**src/rtl/fdc_pkg.sv**
```systemverilog
package fdc_pkg;

   typedef enum logic [1:0] {
      ST_RUN    = 2'd0,
      ST_DRAIN  = 2'd1,
      ST_TCWAIT = 2'd2,
      ST_GAP    = 2'd3
   } fdc_state_e;

   function automatic int ceil_div(input int num, input int den);
      return (num + den - 1) / den;
   endfunction

endpackage

```
**src/rtl/fdc_sync.sv**
```systemverilog
module fdc_sync #(
   parameter int   STAGES  = 2,
   parameter logic RST_VAL = 1'b0
) (
   input  logic clk,
   input  logic rst_n,
   input  logic d,
   output logic q
);
   generate
      if (STAGES < 2) begin : g_bad_stages
         $error("fdc_sync needs at least two stages");
      end
   endgenerate

   logic [STAGES-1:0] sh;

   always_ff @(posedge clk or negedge rst_n) begin
      if (!rst_n) sh <= {STAGES{RST_VAL}};
      else        sh <= {sh[STAGES-2:0], d};
   end

   assign q = sh[STAGES-1];
endmodule

```
**src/rtl/fdc_burst_ctr.sv**
```systemverilog
module fdc_burst_ctr #(
   parameter int BURST_MAX = 32
) (
   input  logic clk,
   input  logic rst_n,
   input  logic clear,
   input  logic inc,
   output logic at_limit
);
   localparam int CW = $clog2(BURST_MAX + 1);

   generate
      if (BURST_MAX < 2) begin : g_bad_burst
         $error("fdc_burst_ctr needs BURST_MAX of at least 2");
      end
   endgenerate

   logic [CW-1:0] cnt;

   always_ff @(posedge clk or negedge rst_n) begin
      if (!rst_n)     cnt <= '0;
      else if (clear) cnt <= '0;
      else if (inc)   cnt <= cnt + 1'b1;
   end

   assign at_limit = (cnt == CW'(BURST_MAX - 1));


   burst_bound_chk: assert property (@(posedge clk) disable iff (!rst_n)
      cnt < CW'(BURST_MAX));
endmodule

```
**src/rtl/fdc_gap_timer.sv**
```systemverilog
module fdc_gap_timer #(
   parameter int IDLE_CYC = 18
) (
   input  logic clk,
   input  logic rst_n,
   input  logic run,
   input  logic ack_idle,
   output logic done
);
   localparam int GW = $clog2(IDLE_CYC + 1);

   generate
      if (IDLE_CYC < 1) begin : g_bad_idle
         $error("fdc_gap_timer needs IDLE_CYC of at least 1");
      end
   endgenerate

   logic [GW-1:0] cnt;

   assign done = run && ack_idle && (cnt == GW'(IDLE_CYC - 1));

   always_ff @(posedge clk or negedge rst_n) begin
      if (!rst_n)                cnt <= '0;
      else if (!run || !ack_idle) cnt <= '0;
      else if (!done)            cnt <= cnt + 1'b1;
   end

   generate
      if (IDLE_CYC >= 2) begin : g_idle_chk

         gap_idle_chk: assert property (@(posedge clk) disable iff (!rst_n)
            done |-> $past(ack_idle));
      end
   endgenerate
endmodule

```
**src/rtl/fdc_pio_thresh.sv**
```systemverilog
module fdc_pio_thresh #(
   parameter int LEVEL_W = 5,
   parameter int THR_W   = 5,
   parameter int THR_MAX = 15
) (
   input  logic [LEVEL_W-1:0] level,
   input  logic [THR_W-1:0]   thr,
   output logic               hit
);
   localparam int CW = ((LEVEL_W > THR_W) ? LEVEL_W : THR_W) + 1;

   generate
      if (THR_MAX < 1 || THR_MAX >= (2 ** (CW - 1))) begin : g_bad_max
         $error("fdc_pio_thresh THR_MAX out of range");
      end
   endgenerate

   logic [CW-1:0] thr_c, lim, eff;

   assign thr_c = CW'(thr);

   generate
      if ((2 ** THR_W) - 1 > THR_MAX) begin : g_clamp
         assign lim = (thr_c > CW'(THR_MAX)) ? CW'(THR_MAX) : thr_c;
      end else begin : g_pass
         assign lim = thr_c;
      end
   endgenerate

   assign eff = (lim == '0) ? CW'(1) : lim;
   assign hit = (CW'(level) >= eff);
endmodule

```
**src/rtl/fifo_dreq_ctrl.sv**
```systemverilog
module fifo_dreq_ctrl
   import fdc_pkg::*;
#(
   parameter int LEVEL_W       = 5,
   parameter int THR_W         = 5,
   parameter int THR_MAX       = 15,
   parameter int BURST_MAX     = 32,
   parameter int CLK_PERIOD_NS = 20,
   parameter int IDLE_NS       = 350,
   parameter int SYNC_STAGES   = 2
) (
   input  logic               clk,
   input  logic               rst_n,
   input  logic [LEVEL_W-1:0] fifo_level,
   input  logic               dma_en,
   input  logic               svc_bit,
   input  logic               dack_n,
   input  logic               rd_n,
   input  logic               tc,
   input  logic [THR_W-1:0]   pio_thr,
   output logic               dreq,
   output logic               irq,
   output logic               svc_set
);
   localparam int IDLE_CYC = ceil_div(IDLE_NS, CLK_PERIOD_NS);
   localparam int NSYNC    = 3;
   localparam logic [NSYNC-1:0] SYNC_RST = 3'b011;

   generate
      if (LEVEL_W < 1 || CLK_PERIOD_NS < 1) begin : g_bad_top
         $error("fifo_dreq_ctrl parameter out of range");
      end
   endgenerate

   // synchronisers: bit 0 acknowledge, bit 1 read strobe, bit 2 terminal count
   logic [NSYNC-1:0] raw, syn;
   assign raw = {tc, rd_n, dack_n};

   generate
      for (genvar i = 0; i < NSYNC; i++) begin : g_sync
         fdc_sync #(.STAGES(SYNC_STAGES), .RST_VAL(SYNC_RST[i])) u_sync (
            .clk(clk), .rst_n(rst_n), .d(raw[i]), .q(syn[i]));
      end
   endgenerate

   logic ack_s, rd_s, tc_s, ack_q, rd_q;
   assign ack_s = syn[0];
   assign rd_s  = syn[1];
   assign tc_s  = syn[2];

   always_ff @(posedge clk or negedge rst_n) begin
      if (!rst_n) begin
         ack_q <= 1'b1;
         rd_q  <= 1'b1;
      end else begin
         ack_q <= ack_s;
         rd_q  <= rd_s;
      end
   end

   logic ack_fall, rd_fall;
   assign ack_fall = ack_q & ~ack_s;
   assign rd_fall  = rd_q & ~rd_s;

   logic dma_mode, pio_mode, has_data, one_left;
   assign dma_mode = dma_en & ~svc_bit;
   assign pio_mode = ~dma_en & ~svc_bit;
   assign has_data = |fifo_level;
   assign one_left = (fifo_level == LEVEL_W'(1));

   fdc_state_e st, st_n;
   logic at_limit, gap_done, dreq_d;
   logic tc_evt, cap_evt, last_evt, pio_hit;

   assign tc_evt   = dma_mode && tc_s && !ack_s && (st == ST_RUN || st == ST_DRAIN);
   assign cap_evt  = (st == ST_RUN) && dreq && ack_fall && at_limit;
   assign last_evt = (st == ST_RUN) && dreq && one_left && (ack_fall || rd_fall);

   fdc_burst_ctr #(.BURST_MAX(BURST_MAX)) u_burst (
      .clk(clk), .rst_n(rst_n), .clear(!dreq_d),
      .inc(ack_fall && dreq), .at_limit(at_limit));

   fdc_gap_timer #(.IDLE_CYC(IDLE_CYC)) u_gap (
      .clk(clk), .rst_n(rst_n), .run(st == ST_GAP),
      .ack_idle(ack_s), .done(gap_done));

   fdc_pio_thresh #(.LEVEL_W(LEVEL_W), .THR_W(THR_W), .THR_MAX(THR_MAX)) u_thr (
      .level(fifo_level), .thr(pio_thr), .hit(pio_hit));

   always_comb begin
      st_n = st;
      unique case (st)
         ST_RUN: begin
            if (tc_evt)         st_n = ST_TCWAIT;
            else if (!dma_mode) st_n = ST_RUN;
            else if (cap_evt)   st_n = ST_GAP;
            else if (last_evt)  st_n = ST_DRAIN;
         end
         ST_DRAIN: begin
            if (tc_evt)                      st_n = ST_TCWAIT;
            else if (!dma_mode || !has_data) st_n = ST_RUN;
         end
         ST_TCWAIT: begin
            if (svc_bit || !dma_en) st_n = ST_RUN;
         end
         ST_GAP: begin
            if (!dma_mode || gap_done) st_n = ST_RUN;
         end
         default: st_n = ST_RUN;
      endcase
   end

   assign dreq_d = (st == ST_RUN) && dma_mode && has_data &&
                   !tc_evt && !cap_evt && !last_evt;

   always_ff @(posedge clk or negedge rst_n) begin
      if (!rst_n) begin
         st      <= ST_RUN;
         dreq    <= 1'b0;
         irq     <= 1'b0;
         svc_set <= 1'b0;
      end else begin
         st      <= st_n;
         dreq    <= dreq_d;
         irq     <= (pio_mode && pio_hit) || tc_evt;
         svc_set <= tc_evt;
      end
   end


   dreq_mode_chk: assert property (@(posedge clk) disable iff (!rst_n)
      (!dma_en || svc_bit) |=> !dreq);


   dreq_empty_chk: assert property (@(posedge clk) disable iff (!rst_n)
      (fifo_level == '0) |=> !dreq);


   tc_stop_chk: assert property (@(posedge clk) disable iff (!rst_n)
      svc_set |-> (!dreq && irq));


   tc_pulse_chk: assert property (@(posedge clk) disable iff (!rst_n)
      svc_set |=> !svc_set);
endmodule

```
**config.mk**
```make
export PLATFORM = sky130hd
export DESIGN_NAME = fifo_dreq_ctrl
export DESIGN_NICKNAME = d
export VERILOG_FILES = /design/src/rtl/fdc_pkg.sv /design/src/rtl/fdc_sync.sv /design/src/rtl/fdc_burst_ctr.sv /design/src/rtl/fdc_gap_timer.sv /design/src/rtl/fdc_pio_thresh.sv /design/src/rtl/fifo_dreq_ctrl.sv
export SDC_FILE = /design/constraint.sdc
export NUM_CORES = 1
export LEC_CHECK = 0
export ABC_AREA = 1
export BUFFER_PORTS_ARGS = -buffer_cell sky130_fd_sc_hd__clkbuf_2
export CORE_UTILIZATION = 58
export CTS_BUF_LIST = sky130_fd_sc_hd__clkbuf_4 sky130_fd_sc_hd__clkbuf_8
export DETAILED_ROUTE_END_ITERATION = 7
export PLACE_DENSITY = 0.81
export SYNTH_ARGS = -nofsm -noshare
export SYNTH_HDL_FRONTEND = slang
export SYNTH_HIERARCHICAL = 1
export SYNTH_SLANG_ARGS = --single-unit
```
**constraint.sdc**
```tcl
create_clock -name clk -period 1.95 [get_ports clk]
set_input_delay 0.39 -clock clk [delete_from_list [all_inputs] [get_ports clk]]
set_output_delay 0.39 -clock clk [all_outputs]
set_load 0.01 [all_outputs]
```
### Word-level counts from Yosys, hierarchy flattened

Index checks and enable logic that the tools add are counted.

* add/subtract/negate cells: 2
* order comparisons: 2
* eq/ne operators: 12
* multiplexer cells: 15
* bitwise logic cells: 8
* reductions and logical operators: 36

Operator list (count)
* $mux W6: 3
* $logic_and A1 B1 Y1: 17
* $mux W2: 8
* $mux W5: 3
* $logic_not A1 Y1: 8
* $pmux W2 S4: 1
* $logic_or A1 B1 Y1: 7
* $add A6 B1 Y6 const B: 1
* $eq A6 B5 Y1 const B: 1
* $ge A5 B6 Y1: 1
* $logic_not A6 Y1: 1
* $add A5 B1 Y5 const B: 1
* $eq A5 B1 Y1 const B: 1
* $eq A5 B5 Y1 const B: 1
* $gt A5 B4 Y1 const B: 1
* $ne A5 B5 Y1 const B: 1
* $reduce_or A5 Y1: 1
* $and A1 B1 Y1: 4
* $eq A2 B2 Y1 const B: 2
* $ne A2 B1 Y1 const B: 2
* $ne A2 B2 Y1 const B: 2
* $not A1 Y1: 4
* $reduce_and A4 Y1: 1
* $ne A3 B2 Y1 const B: 1
* 2 further kinds: 2

* flip-flop bits (word level): 24

### Depth between registers and ports, before layout

* depth in word-level cells: 10
* gate-level depth with buffers: 15
* mapped depth without buffers: 15

### Hierarchy

The synthesis kept the hierarchy.

Modules (own cells, without submodules)
* fifo_dreq_ctrl: instances 1, cells each 57, area each 409.1 um^2, sequential area each 177.7 um^2
* fdc_burst_ctr: instances 1, cells each 42, area each 317.8 um^2, sequential area each 150.1 um^2
* fdc_gap_timer: instances 1, cells each 38, area each 289.0 um^2, sequential area each 125.1 um^2
* fdc_pio_thresh: instances 1, cells each 31, area each 167.7 um^2, sequential area each 0.0 um^2
* fdc_sync at g_sync[0].u_sync ...: instances 2, cells each 2, area each 52.6 um^2, sequential area each 52.6 um^2
* fdc_sync at g_sync[2].u_sync: instances 1, cells each 2, area each 50.0 um^2, sequential area each 50.0 um^2

### Worst setup path before layout

No wires, ideal clock.

* path type: reg2reg
* from: reg u_burst.cnt[0]
* to: reg u_burst.cnt[3]
* setup time: 0.123 ns
* arrival: 1.540 ns
* data required time: 1.827 ns
* setup slack: 0.287 ns
* cell stages (with the launch flop): 14
* buffers on the path: 0
* clock period less this slack: 1.663 ns
* path through: dfrtp_1 > ha_1 > nand2_1 > nor3_1 > inv_1 > nor2_1 > nor2_2 > nand2_2 > nor2_2 > inv_2 > nor2_1 > nor2_1 > o21ai_0 > nor2_1

* longest elaborated chain between the ends: 6
* elaborated cells on any way between the ends: 9
* those cells by class: add/sub (1); eq/ne (2); mux (2); reduce/logical (4)

Ends and longest elaborated chain
* from (decl): line fdc_burst_ctr.sv:18 `logic [CW-1:0] cnt;`
* from (signal assigned): line fdc_burst_ctr.sv:23 `else if (inc) cnt <= cnt + 1'b1;`
* $eq A6 B5 Y1 (*): line fdc_burst_ctr.sv:26 `assign at_limit = (cnt == CW'(BURST_MAX - 1));`
* net at_limit: line fifo_dreq_ctrl.sv:72 `logic at_limit, gap_done, dreq_d;`
* $logic_and A1 B1 Y1 (*): line fifo_dreq_ctrl.sv:76 `assign cap_evt = (st == ST_RUN) && dreq && ack_fall && at_limit;`
* $logic_not A1 Y1 (*): line fifo_dreq_ctrl.sv:114 `!tc_evt && !cap_evt && !last_evt;`
* $logic_and A1 B1 Y1 (*) (2 in a row): line fifo_dreq_ctrl.sv:114
* net dreq_d: line fifo_dreq_ctrl.sv:72
* $ne A2 B1 Y1 (no source line) / $mux W6 (equally long branches)

Mark *: on every way through the listed nets, which the timed path passes. The rest lies on a longest branch. The select of a mux whose other input is x is not followed.
A chain may end at the register's enable or synchronous reset.

### Final worst setup path

Same ends and word-level chain as after synthesis.

==> impl_metrics.env <==
export IMPL_pwr_share_clk=0.359
export IMPL_cts_root_buf="clkbuf_4"
export IMPL_min_period_ps=1740
export IMPL_outcome="finished, final reports clean"
export IMPL_worstReg2RegStart="u_burst/cnt[0]"
export IMPL_crit_type="reg -> reg"
export IMPL_reg2reg_to="u_burst/cnt[3]"
export IMPL_place_congestion=0.842
export IMPL_cts_tree="built"
export IMPL_min_period_over_period=0.894
export IMPL_cp_start_kind="register"
export IMPL_routed_via_count=1156
export IMPL_grt_pass1_vias=1138
export IMPL_end_kind="register"
export IMPL_worst_ep_arrival_time_ps=1960
export IMPL_crit_top_cell="nor2_2"
export IMPL_slew_viol_final=0
export IMPL_p_sw_frac=0.225
export IMPL_crit_slowest_cell="dfrtp_1"
export IMPL_drc_errors=0
export IMPL_antennaDiodeCount=0
export IMPL_antenna_left=0
export IMPL_synth_distinct_cells=21
export IMPL_cts_hold_buf=0
export IMPL_p_per_area_mw_per_mm2=639
export IMPL_clk_latency_ps=310
export IMPL_power_leakage_uw=0.000828
export IMPL_syn_area_per_cell_um2=7.69
export IMPL_clockBufferDepth=2
export IMPL_worst_pin_slew_ps=571
export IMPL_final_hold_violation_count=0
export IMPL_final_area_mm2=0.00155
export IMPL_wirelength_um=2430
export IMPL_required_ps=2170
export IMPL_clkTransAtPathRegs_ps=140
export IMPL_gr_usage_all_layers=0.228
export IMPL_synth_warning_count=6
export IMPL_syn_inst=174
export IMPL_synth_seq_cells=24
export IMPL_synth_cell_area_mm2=0.00134
export IMPL_num_rows=17
export IMPL_numCtsBuffers=3
export IMPL_irDropWorstVdd_mv=0.542
export IMPL_dr_pass1_iters=6
export IMPL_vias_per_cell=5.09
export IMPL_area_growth_pct=15.5
export IMPL_io_pins=20
export IMPL_slowest_delay_ps=410
export IMPL_seq_area_frac_synth=0.454
export IMPL_fp_dieW_um=50.0
export IMPL_grt_overflow_total=0
export IMPL_portBuffers=19
export IMPL_drive_above_1_share=0.241
export IMPL_internal_power_uw=766
export IMPL_synth_top_area_frac=0.336
export IMPL_finalClockSkew_ps=11.7
export IMPL_syn_num_nets=199
export IMPL_relSlewSlack=0.619
export IMPL_hp_class="in -> async"
export IMPL_r2r_slack_ps=210
export IMPL_pwr_share_comb=0.109
export IMPL_power_switching_uw=222
export IMPL_p_seq_frac=0.532
export IMPL_path_cells="ha_2 -> nand2_1 -> nor3_1 -> inv_1 -> nor2_2 -> nor2_2 -> nand2_2 -> nor2_2 -> inv_2 -> nor2_2 -> nor2_1 -> o21ai_0 -> nor2_1"
export IMPL_finalSetupTns_ps=0
export IMPL_max_freq_mhz=573
export IMPL_grt_max_degree=25
export IMPL_cts_num_sinks=24
export IMPL_place_area_mm2=0.00147
export IMPL_die_height_um=50.0
export IMPL_netlist_top_cells_area="dfrtp_1 (34%), dfstp_2 (12%), nand2_1 (11%)"
export IMPL_cp_max_fo=4
export IMPL_yosysTopAreaCell="dfrtp_1"
export IMPL_die_area_mm2=0.00250
export IMPL_grt_pass1_wl_um=4340
export IMPL_whs_ps=36.1
export IMPL_antenna_found_initial=0
export IMPL_start_util=0.611
export IMPL_h_tree_depth=1
export IMPL_maxCapViolCount=0
export IMPL_nNetsFinal=225
export IMPL_reg2reg_depth=13
export IMPL_post_drt_wl_per_cell_um=10.7
export IMPL_place_hpwl_um=1920
export IMPL_core_mm2=0.00219
export IMPL_drt_initial_drc_count=12
export IMPL_setup_viol=0
==> how the worst max path moves through the flow <==
stage	startpoint	endpoint	slack, ps
after floorplan	u_burst/cnt[0]	u_burst/cnt[3]	290
after global placement	u_burst/cnt[0]	u_burst/cnt[3]	220
after detailed placement	u_burst/cnt[1]	u_burst/cnt[4]	140
after CTS	u_burst/cnt[1]	u_burst/cnt[2]	120
after global routing	u_burst/cnt[0]	u_burst/cnt[5]	-10
final	u_burst/cnt[0]	u_burst/cnt[3]	210
==> per-stage QoR <==
step	cells	total power (uW)	utilization	worst slack (ps)
after floorplan	174	595	-	287
after global placement	221	636	0.670	216
after detailed placement	221	642	0.670	139
after CTS	225	999	0.694	118
after global routing	227	1040	0.706	-9.70
final	227	989	0.706	206
==> sequential cells by signal, summed over array words and instances, names as in the netlist <==
name	cells
irq	1
svc_set	1
rd_q	1
g_sync.u_sync/sh	6
ack_q	1
st	2
u_gap/cnt	5
dreq	1
u_burst/cnt	6
==> synth_stat cells <==
cell / count
dfstp_2: 6
nor2_2: 7
nand3b_1: 1
inv_2: 2
nor2_4: 1
ha_1: 8
nand3_1: 15
o21ai_0: 4
nor3b_1: 2
nor3_1: 3
a21oi_1: 2
or2_4: 1
nor2_1: 24
conb_1: 1
nand2_1: 40
inv_1: 30
dfrtp_1: 18
xnor2_1: 1
o31ai_1: 1
nand2_2: 2
nand4_1: 5
==> what timing repair did <==
action                                  4_1_cts  5_1_grt
buffers inserted                              0        2
resized for setup                             0        4
endpoints found under the setup margin        0        4
endpoints found under the hold margin         0        0
==> layout make-up <==
class	count	area (um2)
Clock inverter	1	30.0
Tap cell	28	35.0
Clock buffer	3	22.5
Fill cell	178	644
Inverter	32	120
Timing Repair Buffer	21	110
Multi-Input combinational cell	118	621
Sequential cell	24	608
==> layout by cell type, fill, tap and decap left out, drive strengths merged, types with 2 or more instances in the layout <==
cell    synthesis  routed
dfrtp          18      18
clkbuf          0      22
nand3          15      15
ha              8       8
nor3            3       3
nor2           32      32
dfstp           6       6
inv            32      32
buf             0       2
nor3b           2       2
a21oi           2       2
o21ai           4       4
nand4           5       5
nand2          42      42
==> power by group through the flow <==
stage          registers (uW)  logic [uW]  clock network, uW
2_1_floorplan             535        60.3                  0
3_3_place_gp              534         102                  0
3_5_place_dp              535         107                  0
4_1_cts                   526         108                365
5_1_grt                   528         126                385
6_report                  526         108                355
==> critical path: cells and delay by family (launching register included) <==
family	cells	cell delay (ps)
AOI/OAI and AO/OA	1	150
adders and majority gates	1	200
and+or+nand+nor	9	780
DFF	1	410
buffers and inverters	2	120
==> cell families (layout without fill, tap and decap cells) <==
| family | count (synthesis) | in the layout | share of synthesized area |
|---|---|---|---|
| DFF | 24 | 24 | 0.454 |
| other | 1 | 1 | 0.00280 |
| adders and majority gates | 8 | 8 | 0.0748 |
| xor gates and xnor gates | 1 | 1 | 0.00654 |
| buffers and inverters | 32 | 57 | 0.0897 |
| and+or+nand+nor | 101 | 101 | 0.344 |
| AOI/OAI and AO/OA | 7 | 7 | 0.0280 |
==> layer usage <==
metal  track usage  vias up  part of all wire
met3        0.0463        2             0.040
li1              -      594                 -
met5             0        -                 0
met1         0.258      534              0.43
met4         0.100        0            0.0041
met2         0.407       26              0.52
(Power assumes the default switching activity.)
